<file path="src/rtl/rxq_pkg.sv">
package rxq_pkg;
    localparam int ERR_W = 3;

    typedef enum int {
        ERR_PARITY = 0,
        ERR_FRAME  = 1,
        ERR_BREAK  = 2
    } err_bit_e;

    // Idle window in bit periods: four characters of 5..8 data bits plus 12 bits.
    function automatic int unsigned idle_bits(input logic [1:0] wl);
        return 4 * (5 + int'(wl)) + 12;
    endfunction
endpackage

</file>
<file path="src/rtl/rxq_store.sv">
module rxq_store #(
    parameter int DEPTH = 64,
    parameter int DW    = 8,
    parameter int EW    = rxq_pkg::ERR_W,
    localparam int AW   = $clog2(DEPTH),
    localparam int CW   = AW + 1
) (
    input  logic          clk,
    input  logic          rst_n,
    input  logic          push_i,
    input  logic [DW-1:0] data_i,
    input  logic [EW-1:0] err_i,
    input  logic          pop_i,
    input  logic          buf_en_i,
    input  logic          ovr_clr_i,
    output logic [DW-1:0] head_data_o,
    output logic [EW-1:0] head_err_o,
    output logic [CW-1:0] count_o,
    output logic          pop_ok_o,
    output logic          ovr_o
);
    typedef struct packed {
        logic [AW-1:0] rd_ptr;
        logic [AW-1:0] wr_ptr;
        logic [CW-1:0] count;
        logic          ovr;
    } st_t;

    st_t st_d, st_q;
    logic [DW+EW-1:0] mem [DEPTH];
    logic [CW-1:0]    cap;
    logic             full, pop_ok, push_ok;
    logic [DW+EW-1:0] head;

    function automatic logic [AW-1:0] bump(input logic [AW-1:0] p);
        return (p == AW'(DEPTH - 1)) ? '0 : p + AW'(1);
    endfunction

    always_comb begin
        st_d    = st_q;
        cap     = buf_en_i ? CW'(DEPTH) : CW'(1);
        full    = st_q.count >= cap;
        pop_ok  = pop_i && (st_q.count != '0);
        push_ok = push_i && (!full || pop_ok);
        if (pop_ok)  st_d.rd_ptr = bump(st_q.rd_ptr);
        if (push_ok) st_d.wr_ptr = bump(st_q.wr_ptr);
        case ({push_ok, pop_ok})
            2'b10:   st_d.count = st_q.count + CW'(1);
            2'b01:   st_d.count = st_q.count - CW'(1);
            default: st_d.count = st_q.count;
        endcase
        if (ovr_clr_i)          st_d.ovr = 1'b0;
        if (push_i && !push_ok) st_d.ovr = 1'b1;
    end

    always_ff @(posedge clk or negedge rst_n) begin
        if (!rst_n) st_q <= '0;
        else        st_q <= st_d;
    end

    always_ff @(posedge clk) begin
        if (push_ok) mem[st_q.wr_ptr] <= {err_i, data_i};
    end

    assign head        = mem[st_q.rd_ptr];
    assign head_data_o = (st_q.count != '0) ? head[DW-1:0] : '0;
    assign head_err_o  = (st_q.count != '0) ? head[DW+EW-1:DW] : '0;
    assign count_o     = st_q.count;
    assign pop_ok_o    = pop_ok;
    assign ovr_o       = st_q.ovr;
endmodule

</file>
<file path="src/rtl/rxq_timeout.sv">
module rxq_timeout #(
    parameter int OS_RATE = 16,
    parameter int BW      = 6,
    localparam int SW     = $clog2(OS_RATE)
) (
    input  logic       clk,
    input  logic       rst_n,
    input  logic       os_tick_i,
    input  logic       rx_strobe_i,
    input  logic       pop_ok_i,
    input  logic       active_i,
    input  logic [1:0] wlen_i,
    output logic       tmo_o
);
    typedef struct packed {
        logic [SW-1:0] sub;
        logic [BW-1:0] bits;
        logic          tmo;
    } tmo_st_t;

    tmo_st_t t_d, t_q;
    logic [BW-1:0] limit;
    logic          restart;

    always_comb begin
        t_d     = t_q;
        limit   = BW'(rxq_pkg::idle_bits(wlen_i));
        restart = rx_strobe_i || pop_ok_i || !active_i;
        if (restart) begin
            t_d.sub  = '0;
            t_d.bits = '0;
            if (pop_ok_i || !active_i) t_d.tmo = 1'b0;
        end else begin
            if (t_q.bits >= limit) t_d.tmo = 1'b1;
            if (os_tick_i && (t_q.bits < limit)) begin
                if (t_q.sub == SW'(OS_RATE - 1)) begin
                    t_d.sub  = '0;
                    t_d.bits = t_q.bits + BW'(1);
                end else begin
                    t_d.sub = t_q.sub + SW'(1);
                end
            end
        end
    end

    always_ff @(posedge clk or negedge rst_n) begin
        if (!rst_n) t_q <= '0;
        else        t_q <= t_d;
    end

    assign tmo_o = t_q.tmo;
endmodule

</file>
<file path="src/rtl/rxq_irq.sv">
module rxq_irq #(
    parameter int CW = 7
) (
    input  logic [CW-1:0] count_i,
    input  logic [CW-1:0] trig_i,
    input  logic          buf_en_i,
    input  logic          tmo_i,
    input  logic          ier_i,
    output logic          rdy_o,
    output logic          irq_o
);
    logic [CW-1:0] eff_trig;

    always_comb begin
        if (!buf_en_i || (trig_i == '0)) eff_trig = CW'(1);
        else                             eff_trig = trig_i;
        rdy_o = count_i >= eff_trig;
        irq_o = ier_i && (rdy_o || tmo_i);
    end
endmodule

</file>
<file path="src/rtl/rx_fifo_irq.sv">
module rx_fifo_irq #(
    parameter int DEPTH   = 64,
    parameter int DW      = 8,
    parameter int OS_RATE = 16,
    parameter int TMO_W   = 6,
    localparam int EW     = rxq_pkg::ERR_W,
    localparam int CW     = $clog2(DEPTH) + 1
) (
    input  logic          clk,
    input  logic          rst_n,
    input  logic          os_tick,
    input  logic          rx_valid,
    input  logic [DW-1:0] rx_data,
    input  logic [EW-1:0] rx_err,
    input  logic          rd_pop,
    input  logic          lsr_rd,
    input  logic          fifo_en,
    input  logic [CW-1:0] trig_lvl,
    input  logic [1:0]    wlen,
    input  logic          ier_rx,
    output logic [DW-1:0] rhr_data,
    output logic [EW-1:0] rhr_err,
    output logic [CW-1:0] level,
    output logic          data_ready,
    output logic          overrun,
    output logic          irq_rdy,
    output logic          irq_tmo,
    output logic          irq
);
    logic [CW-1:0] count;
    logic          pop_ok;

    rxq_store #(.DEPTH(DEPTH), .DW(DW), .EW(EW)) u_store (
        .clk        (clk),
        .rst_n      (rst_n),
        .push_i     (rx_valid),
        .data_i     (rx_data),
        .err_i      (rx_err),
        .pop_i      (rd_pop),
        .buf_en_i   (fifo_en),
        .ovr_clr_i  (lsr_rd),
        .head_data_o(rhr_data),
        .head_err_o (rhr_err),
        .count_o    (count),
        .pop_ok_o   (pop_ok),
        .ovr_o      (overrun)
    );

    rxq_timeout #(.OS_RATE(OS_RATE), .BW(TMO_W)) u_tmo (
        .clk        (clk),
        .rst_n      (rst_n),
        .os_tick_i  (os_tick),
        .rx_strobe_i(rx_valid),
        .pop_ok_i   (pop_ok),
        .active_i   (count != '0),
        .wlen_i     (wlen),
        .tmo_o      (irq_tmo)
    );

    rxq_irq #(.CW(CW)) u_irq (
        .count_i (count),
        .trig_i  (trig_lvl),
        .buf_en_i(fifo_en),
        .tmo_i   (irq_tmo),
        .ier_i   (ier_rx),
        .rdy_o   (irq_rdy),
        .irq_o   (irq)
    );

    assign level      = count;
    assign data_ready = count != '0;
endmodule

</file>
<file path="config.mk">
export PLATFORM = sky130hd
export DESIGN_NAME = rx_fifo_irq
export DESIGN_NICKNAME = d
export VERILOG_FILES = /design/src/rtl/rxq_pkg.sv /design/src/rtl/rxq_store.sv /design/src/rtl/rxq_timeout.sv /design/src/rtl/rxq_irq.sv /design/src/rtl/rx_fifo_irq.sv
export SDC_FILE = /design/constraint.sdc
export NUM_CORES = 1
export LEC_CHECK = 0
export BUFFER_PORTS_ARGS = -buffer_cell sky130_fd_sc_hd__buf_2
export CELL_PAD_IN_SITES_DETAIL_PLACEMENT = 2
export CELL_PAD_IN_SITES_GLOBAL_PLACEMENT = 2
export CORE_MARGIN = 5
export CORE_UTILIZATION = 53
export CTS_BUF_LIST = sky130_fd_sc_hd__clkbuf_4 sky130_fd_sc_hd__clkbuf_8 sky130_fd_sc_hd__clkbuf_16
export DETAILED_ROUTE_END_ITERATION = 10
export PLACE_DENSITY_LB_ADDON = 0.1
export SLEW_MARGIN = 20
export SYNTH_ARGS = -nofsm -noshare
export SYNTH_HDL_FRONTEND = slang
export SYNTH_HIERARCHICAL = 1
export SYNTH_SLANG_ARGS = --single-unit
</file>
<file path="constraint.sdc">
create_clock -name clk -period 8.9 [get_ports clk]
set_input_delay 0.445 -clock clk [delete_from_list [all_inputs] [get_ports clk]]
set_output_delay 0.445 -clock clk [all_outputs]
set_load 0.02 [all_outputs]
</file>
==> out/results.tsv, run 1 <==
metric	value	unit
post-synth top area share	71.63	%
setup_tns	0	ns
adder-cell share of the synthesized area	0.9581	%
number of synthesized register bits	735	
complex-gate fraction of the synthesized area	4.557	%
Worst Reg-to-Reg Cells	7	
Leak Pwr	10.54	nW
grt met3 use	8.863	%
Skew-Pair Late Insertion Delay	0.64	ns
unrepaired setup endpoints after global routing	false	
Die ar.	60500	sq um
leading area contributor after synthesis	edfxtp_1	
DR vias/cell	6.926	
layout net count	1622	
Critical Path Sink Type	primary output	
Hold EP	u_store/ovr_o	
TritonCTS clock tree	done	
CTS clock-pin slew for the worst setup and hold paths	0.06	ns
CTS H-Tree Depth	3	
Worst Path Max Fanout	44	
Rel. slew slack	14.53	%
largest net degree at the start of global routing	65	
syn avg cell area	19.78	sq um
final setup fails	0	
Worst R2R Start	u_store/count_o[0]	
maxcap violations	0	
gr ovfl total	0	
post-synthesis net count	1542	
Sequential Area	21920	sq um
mux contribution to synthesized area	14.10	%
XOR/XNOR Fraction of Synth Area	0.2671	%
maximum clock frequency	201.8	MHz
WP data required	8.46	ns
grt peak-use layer	met2	
Final Hold Violating Endpoints	0	
synthesized cell area	29510	sq um
final core occ	59.98	%
Post-CTS Setup Inserts	0	
# IOs	51	
Wirelength per Cell	41.13	um
Core ar.	55090	sq um
die height	246.0	um
multi-input logic area	7129	sq um
Yosys cell types	76	
Mapped Cells	1492	
CTS Buf Count	77	
initial antenna violation count	0	
met1 global-route usage	43.98	%
number of synthesized flops with an enable pin	704	
number of global-route vias before repair	17550	
DRT iter0 DRCs	2412	
critical-path cell list	buf_4 > buf_4 > mux4_2 > a22oi_1 > nand2_1 > a21oi_1 > o22ai_1 > buf_2	
sequential element share of the synthesized area	74.26	%
Crit Path Class	register to primary output	
Worst path most repeated cell	buf_4	
number of diodes	0	
VDD IR max	212.6	uV
share of cells above drive strength 1	27.21	%
outcome	complete, no violations	
met2 global-route usage	52.10	%
Synth Area in Simple Gates	3.926	%
Detailed Route WL	97.88	mm
Critical Path Max Stage Delay	0.88	ns
Critical-path top delay cell	dfrtp_4	
synth cell count leaders	edfxtp_1, mux4_2, nor2_1, mux2i_1, nand2_1	
Primary FF master, synth	edfxtp_1	
antenna-violating nets left	0	
Hold Path Depth	2	
Max Buffers Root-to-Sink	3	
Hold Crit Class	input pin to register	
synth top area cells	edfxtp_1, mux4_2, dfrtp_1, mux2i_1, nor2_1	
Hold Worst Slack	0.07485	ns
Port Buffers	50	
Crit path max-delay family	buffers and inverters	
GPL Wtd Cong	0.8418	
worst reg2reg setup slack	4.29	ns
Cell Pwr Density	308.9	nW/um^2
Critical Path Start Type	register	
Yosys warning count	6	
# rows	86	
cell with the most instances after synthesis	edfxtp_1	
crit path DAT	4.51	ns
Period Utilization, post-route	55.69	%
# clock sinks	735	
Die X	246.0	um
Total Routing Usage GR	32.78	%
min Tclk post-route	4.956	ns
FFs w/ async S/R, synth	4.218	%
Fin Clk Skew	0.02496	ns
fin. max-slew vios	0	
Buf+Inv Stages, Crit Path	3	
reg2reg end	u_store/mem[46][2]	
Least-Margin Pin Slew	1.274	ns
Starting Density	53.57	%
Final Power	10.21	mW
first-pass GRT wire length	138.8	mm
DR DRC count	0	
hpwl dp	56.30	mm
1st-pass router iterations	5	
main combinational cell family by area after synthesis	multiplexers	
CTS Root Cell	clkbuf_16	
FILL cells	4420	
Vias	16480	
hold path startpoint	lsr_rd	
area growth from synthesis to layout	11.97	%
## state kept, by name, indices dropped and copies added, names as in the netlist
signal,cells
u_tmo/tmo_o,1
u_store/mem,704
u_store/ovr_o,1
u_store/count_o,7
u_tmo/t_q,10
u_store/st_q,12
## metrics by stage
step | cell area [sq um] | cells | worst slack, ns
floorplan | 29510 | 1492 | 5.980
global placement | 30470 | 2238 | 4.195
detailed placement | 30480 | 2238 | 3.924
CTS | 32920 | 2378 | 3.787
global route | 33050 | 2380 | 3.898
finish | 33050 | 2380 | 3.944
## placed cells by master (no fill, tap or decap), types with 5 or more instances in the layout
cell / Yosys / final
nor3_1: 7 / 7
edfxtp_1: 704 / 704
nand3b_1: 6 / 6
mux2i_1: 49 / 49
mux4_2: 157 / 157
nand4_1: 7 / 7
a22o_1: 5 / 5
nand2_1: 39 / 39
clkbuf_4: 2 / 13
clkinv_2: 0 / 18
dfrtp_1: 31 / 28
inv_6: 0 / 5
ha_1: 21 / 21
xnor2_1: 6 / 6
buf_4: 21 / 35
nand2b_1: 6 / 6
nor2_2: 0 / 41
nor2b_1: 10 / 10
a21oi_1: 28 / 28
a32o_1: 8 / 8
o21ai_0: 31 / 31
o22ai_1: 26 / 26
inv_1: 17 / 17
o221ai_1: 13 / 13
a22oi_1: 11 / 11
clkbuf_16: 0 / 78
nand3_1: 19 / 19
buf_2: 26 / 50
clkinv_1: 1 / 18
a211oi_1: 16 / 16
bufinv_16: 0 / 5
mux2_2: 11 / 11
o31ai_1: 6 / 6
or3_1: 5 / 5
a31oi_1: 7 / 7
nor2_1: 82 / 41
a221oi_1: 9 / 9
## power by group
part | leakage [nW] | switching (mW) | total, mW | internal (mW)
logic | 2.59 | 1.89 | 2.85 | 0.963
clock network | 1.23 | 1.41 | 3.21 | 1.81
registers | 6.72 | 0.220 | 4.14 | 3.92
## worst max path at each step
stage,startpoint,to,slack [ns],cells past startpoint
4_1_cts,u_store/count_o[0],u_store/mem[54][10],3.79,6
3_3_place_gp,fifo_en,u_store/mem[54][0],4.19,7
3_5_place_dp,fifo_en,u_store/mem[54][0],3.92,7
5_1_grt,u_store/st_q[15],rhr_data[5],3.90,8
6_report,u_store/st_q[15],rhr_data[5],3.94,8
2_1_floorplan,u_store/count_o[5],u_store/count_o[5],5.98,10
## layout make-up
cell class	count	share of cell area, %
tap	748	2.832
sequential	735	66.35
timing repair buffer	88	1.674
clock buffer	92	6.244
clock inverter	47	1.125
multi-input combinational	652	21.57
inverter	18	0.2045
## cell families (layout without fill, tap and decap cells)
group	Yosys count	count (layout)
AND/OR/NAND/NOR	216	216
buffers and inverters	105	245
XOR/XNOR	9	9
AO/OA/AOI/OAI	187	187
multiplexers	218	218
flip-flops	735	735
adder cells (fa/ha/maj)	22	22
## repair_timing
item                                   CTS  global route
endpoints found under the hold margin   31             0
gates resized for setup                  0             0
hold buffers                             1             0
## routing by layer
metal	routed length (um)	up-vias
li1	-	6337
met1	36800	8863
met2	47080	1062
met3	9747	222
met4	4255	0
met5	0	-
(Power assumes the default switching activity.)
==> run 2: changes to the inputs <==
--- a/config.mk
+++ b/config.mk
@@ -5,11 +5,12 @@
 export SDC_FILE = /design/constraint.sdc
 export NUM_CORES = 1
 export LEC_CHECK = 0
+export ABC_AREA = 1
 export BUFFER_PORTS_ARGS = -buffer_cell sky130_fd_sc_hd__buf_2
 export CELL_PAD_IN_SITES_DETAIL_PLACEMENT = 2
 export CELL_PAD_IN_SITES_GLOBAL_PLACEMENT = 2
 export CORE_MARGIN = 5
-export CORE_UTILIZATION = 53
+export CORE_UTILIZATION = 38
 export CTS_BUF_LIST = sky130_fd_sc_hd__clkbuf_4 sky130_fd_sc_hd__clkbuf_8 sky130_fd_sc_hd__clkbuf_16
 export DETAILED_ROUTE_END_ITERATION = 10
 export PLACE_DENSITY_LB_ADDON = 0.1
==> constraint.sdc (replaced) <==
create_clock -name clk -period 4.1 [get_ports clk]
set_input_delay 0.205 -clock clk [delete_from_list [all_inputs] [get_ports clk]]
set_output_delay 0.205 -clock clk [all_outputs]
set_load 0.02 [all_outputs]
==> run 2 against run 1 <==
Compared with the run above:
- sequential power up 110%
- via count rose by 43%
- routed wire length up 15%
- flip-flop and latch count stayed put
- first-iteration DRC count fell by 29%
- non-clock buffer count rose by 86
- clock power increased by 140%
- critical path type unchanged
==> out/results.tsv, run 2 <==
metric	value	unit	change
Post-CTS Hold Buffers	4		+3
# clock sinks	735		unchanged
GPL Wtd Cong	0.8308		-1.3%
min Tclk post-route	3.828	ns	
Rel. slew slack	24.92	%	+10 points
Detailed Route WL	112.9	mm	+15%
Worst Reg-to-Reg Cells	10		+3
Total Routing Usage GR	24.68	%	-8.1 points
Cell Pwr Density	700.1	nW/um^2	+130%
post-synth top area share	65.35	%	-6.3 points
Vias	23520		+43%
worst reg2reg setup slack	0.84	ns	-3.45 ns
number of synthesized flops with an enable pin	704		unchanged
DR DRC count	0		unchanged
DRT iter0 DRCs	1717		-29%
antenna-violating nets left	0		unchanged
synth top area cells	edfxtp_1, nand2_1, nand3_1, nor2_1, inv_1		
synth cell count leaders	nand2_1, edfxtp_1, nand3_1, nor2_1, inv_1		
XOR/XNOR Fraction of Synth Area	0.3249	%	+0.058 points
1st-pass router iterations	5		unchanged
reg2reg end	u_store/mem[33][7]		
# IOs	51		unchanged
CTS clock-pin slew for the worst setup and hold paths	0.06	ns	about the same
multi-input logic area	8439	sq um	+18%
CTS Buf Count	83		+7.8%
final setup fails	0		unchanged
Area after DPL	34200	sq um	+12%
mux contribution to synthesized area	0	%	-14 points
Critical-path top delay cell	buf_4		
Hold Worst Slack	0.03494	ns	-0.03992 ns
FILL cells	9028		+100%
Die X	301.8	um	+23%
Fin Clk Skew	0.01752	ns	-0.007434 ns
leading area contributor after synthesis	edfxtp_1		
number of synthesized register bits	735		unchanged
post-synthesis net count	3218		+110%
commonest cells after routing, fill and taps aside	nand2_1, edfxtp_1, nand3_1		
Critical Path Start Type	register		
# rows	107		+24%
maxcap violations	0		unchanged
Mapped Cells	3168		+110%
Skew-Pair Late Insertion Delay	0.63	ns	about the same
Setup crit end	rhr_data[7]		
Critical Path Sink Type	primary output		
setup_tns	0	ns	unchanged
largest register by flop count	u_store/mem		
critical-path cell list	buf_4 > nand3_1 > nand3_1 > nand2_1 > nor2_1 > nand2_1 > nand2_1 > nor2_1 > nor2_1 > nor2_1 > buf_2		
cell with the most instances after synthesis	nand2_1		
layout net count	3319		+100%
syn avg cell area	10.21	sq um	-48%
WP data required	3.89	ns	-4.57 ns
largest net degree at the start of global routing	174		+170%
max reg flops	704		unchanged
number of global-route vias before repair	25960		+48%
Wirelength per Cell	25.19	um	-39%
Starting Density	38.11	%	-15 points
maximum clock frequency	261.2	MHz	
FFs w/ async S/R, synth	4.218	%	unchanged
Sequential Area	21920	sq um	unchanged
final instance area	37030	sq um	+12%
synthesized cell area	32350	sq um	+9.6%
sequential element share of the synthesized area	67.75	%	-6.5 points
Crit Path Class	register to primary output		
Primary FF master, synth	edfxtp_1		
Max Buffers Root-to-Sink	3		unchanged
Die ar.	91070	sq um	+51%
die height	301.8	um	+23%
DR vias/cell	5.248		-24%
CTS H-Tree Depth	3		unchanged
Setup crit start	u_store/st_q[15]		
TritonCTS clock tree	done		
crit path DAT	3.62	ns	-0.89 ns
first-pass GRT wire length	167.7	mm	+21%
Worst path most repeated cell	nor2_1		
Yosys warning count	6		unchanged
Yosys cell types	43		-43%
adder-cell share of the synthesized area	0.8741	%	-0.084 points
unrepaired setup endpoints after global routing	false		
Period Utilization, post-route	93.38	%	
CTS Root Cell	clkbuf_16		
share of cells above drive strength 1	10.43	%	-17 points
Synth Area in Simple Gates	22.96	%	+19 points
main combinational cell family by area after synthesis	simple AND/OR/NAND/NOR gates		
Final Hold Violating Endpoints	0		unchanged
complex-gate fraction of the synthesized area	1.857	%	-2.7 points
gr ovfl total	0		unchanged
Worst R2R Start	u_store/count_o[0]		
Least-Margin Pin Slew	1.126	ns	-0.1482 ns
VDD IR max	667.6	uV	+210%
Largest regs	u_store/mem: 704 flops, u_store/st_q: 12 flops, u_tmo/t_q: 10 flops		
Critical Path Max Stage Delay	0.82	ns	-0.06 ns
Resize count post-CTS	0		unchanged
Leak Pwr	15.13	nW	+44%
Post-CTS Setup Inserts	0		unchanged
Port Buffers	50		unchanged
fin. max-slew vios	0		unchanged
hpwl dp	71.80	mm	+28%
Hold Crit Class	input pin to register		
outcome	complete, no violations		
initial antenna violation count	2		+2
area growth from synthesis to layout	14.47	%	
commonest non-fill, non-tap cell in the layout	nand2_1		
Core ar.	84880	sq um	+54%
Worst Path Max Fanout	79		+80%
[run 2: changes by cell type in the layout (fill, tap and decap cells not counted), sizes merged, moves of 83 or more]
cell and delta:
nand2 +1124, nand3 +311, inv +274, nor2 +226, mux4 -157, buf +83
[run 2: critical path, delay by kind of cell (launching register included)]
family,cells,cell delay [ns]
DFF,1,0.46
and+or+nand+nor,9,1.47
buffers and inverters,2,1.03
[run 2: metal layers]
metal  part of all wire [%]  vias up  GRT usage [%]  routed length, um
met1                     44    12350          33.37              49450
met4                    1.8        0          5.560               2041
met5                      0        -              0                  0
met3                    4.4      119          3.223               5018
met2                     50      485          42.80              56410
li1                       -    10570              -                  -
[run 2: worst min-delay path by stage]
stage                        start            endpoint  slack, ns  cells past startpoint
after floorplan              rst_n  u_store/count_o[0]      -0.09                      0
after global placement       rst_n  u_store/count_o[5]       0.35                      1
after detailed placement     rst_n  u_store/count_o[5]       0.36                      1
after CTS                 rx_valid     u_store/st_q[9]      0.005                      3
after global routing      rx_valid     u_store/st_q[9]       0.04                      3
final                     rx_valid     u_store/st_q[9]       0.03                      3
[run 2: final cells by class]
type | count | area share [%]
antenna | 1 | 0.006757
clock buffer | 114 | 6.511
clock inverter | 39 | 0.9562
inverter | 298 | 3.058
multi-input combinational | 1977 | 22.79
sequential | 735 | 59.21
tap | 1144 | 3.865
timing repair buffer | 174 | 3.608
[run 2: kinds of logic after synthesis]
logic type / Yosys count
and+or+nand+nor: 1827
buffers and inverters: 456
xor gates and xnor gates: 12
DFF: 735
adders and majority gates: 22
AOI/OAI and AO/OA: 116
[run 2: through the flow]
step | total power, mW | cells | worst slack, ns | util, %
finish | 25.93 | 4482 | 0.2716 | 43.63
global route | 27.32 | 4481 | 0.09355 | 43.63
CTS | 26.20 | 4480 | 0.1941 | 43.59
detailed placement | 18.50 | 4323 | 0.8214 | 40.29
global placement | 18.18 | 4322 | 0.8543 | 40.27
floorplan | 14.76 | 3168 | 1.473 | -
[run 2: where the power goes]
group	switching (mW)	internal [mW]
Clock	3.04	4.54
Sequential	0.258	8.49
Combinational	7.18	2.42
Total	10.5	15.5
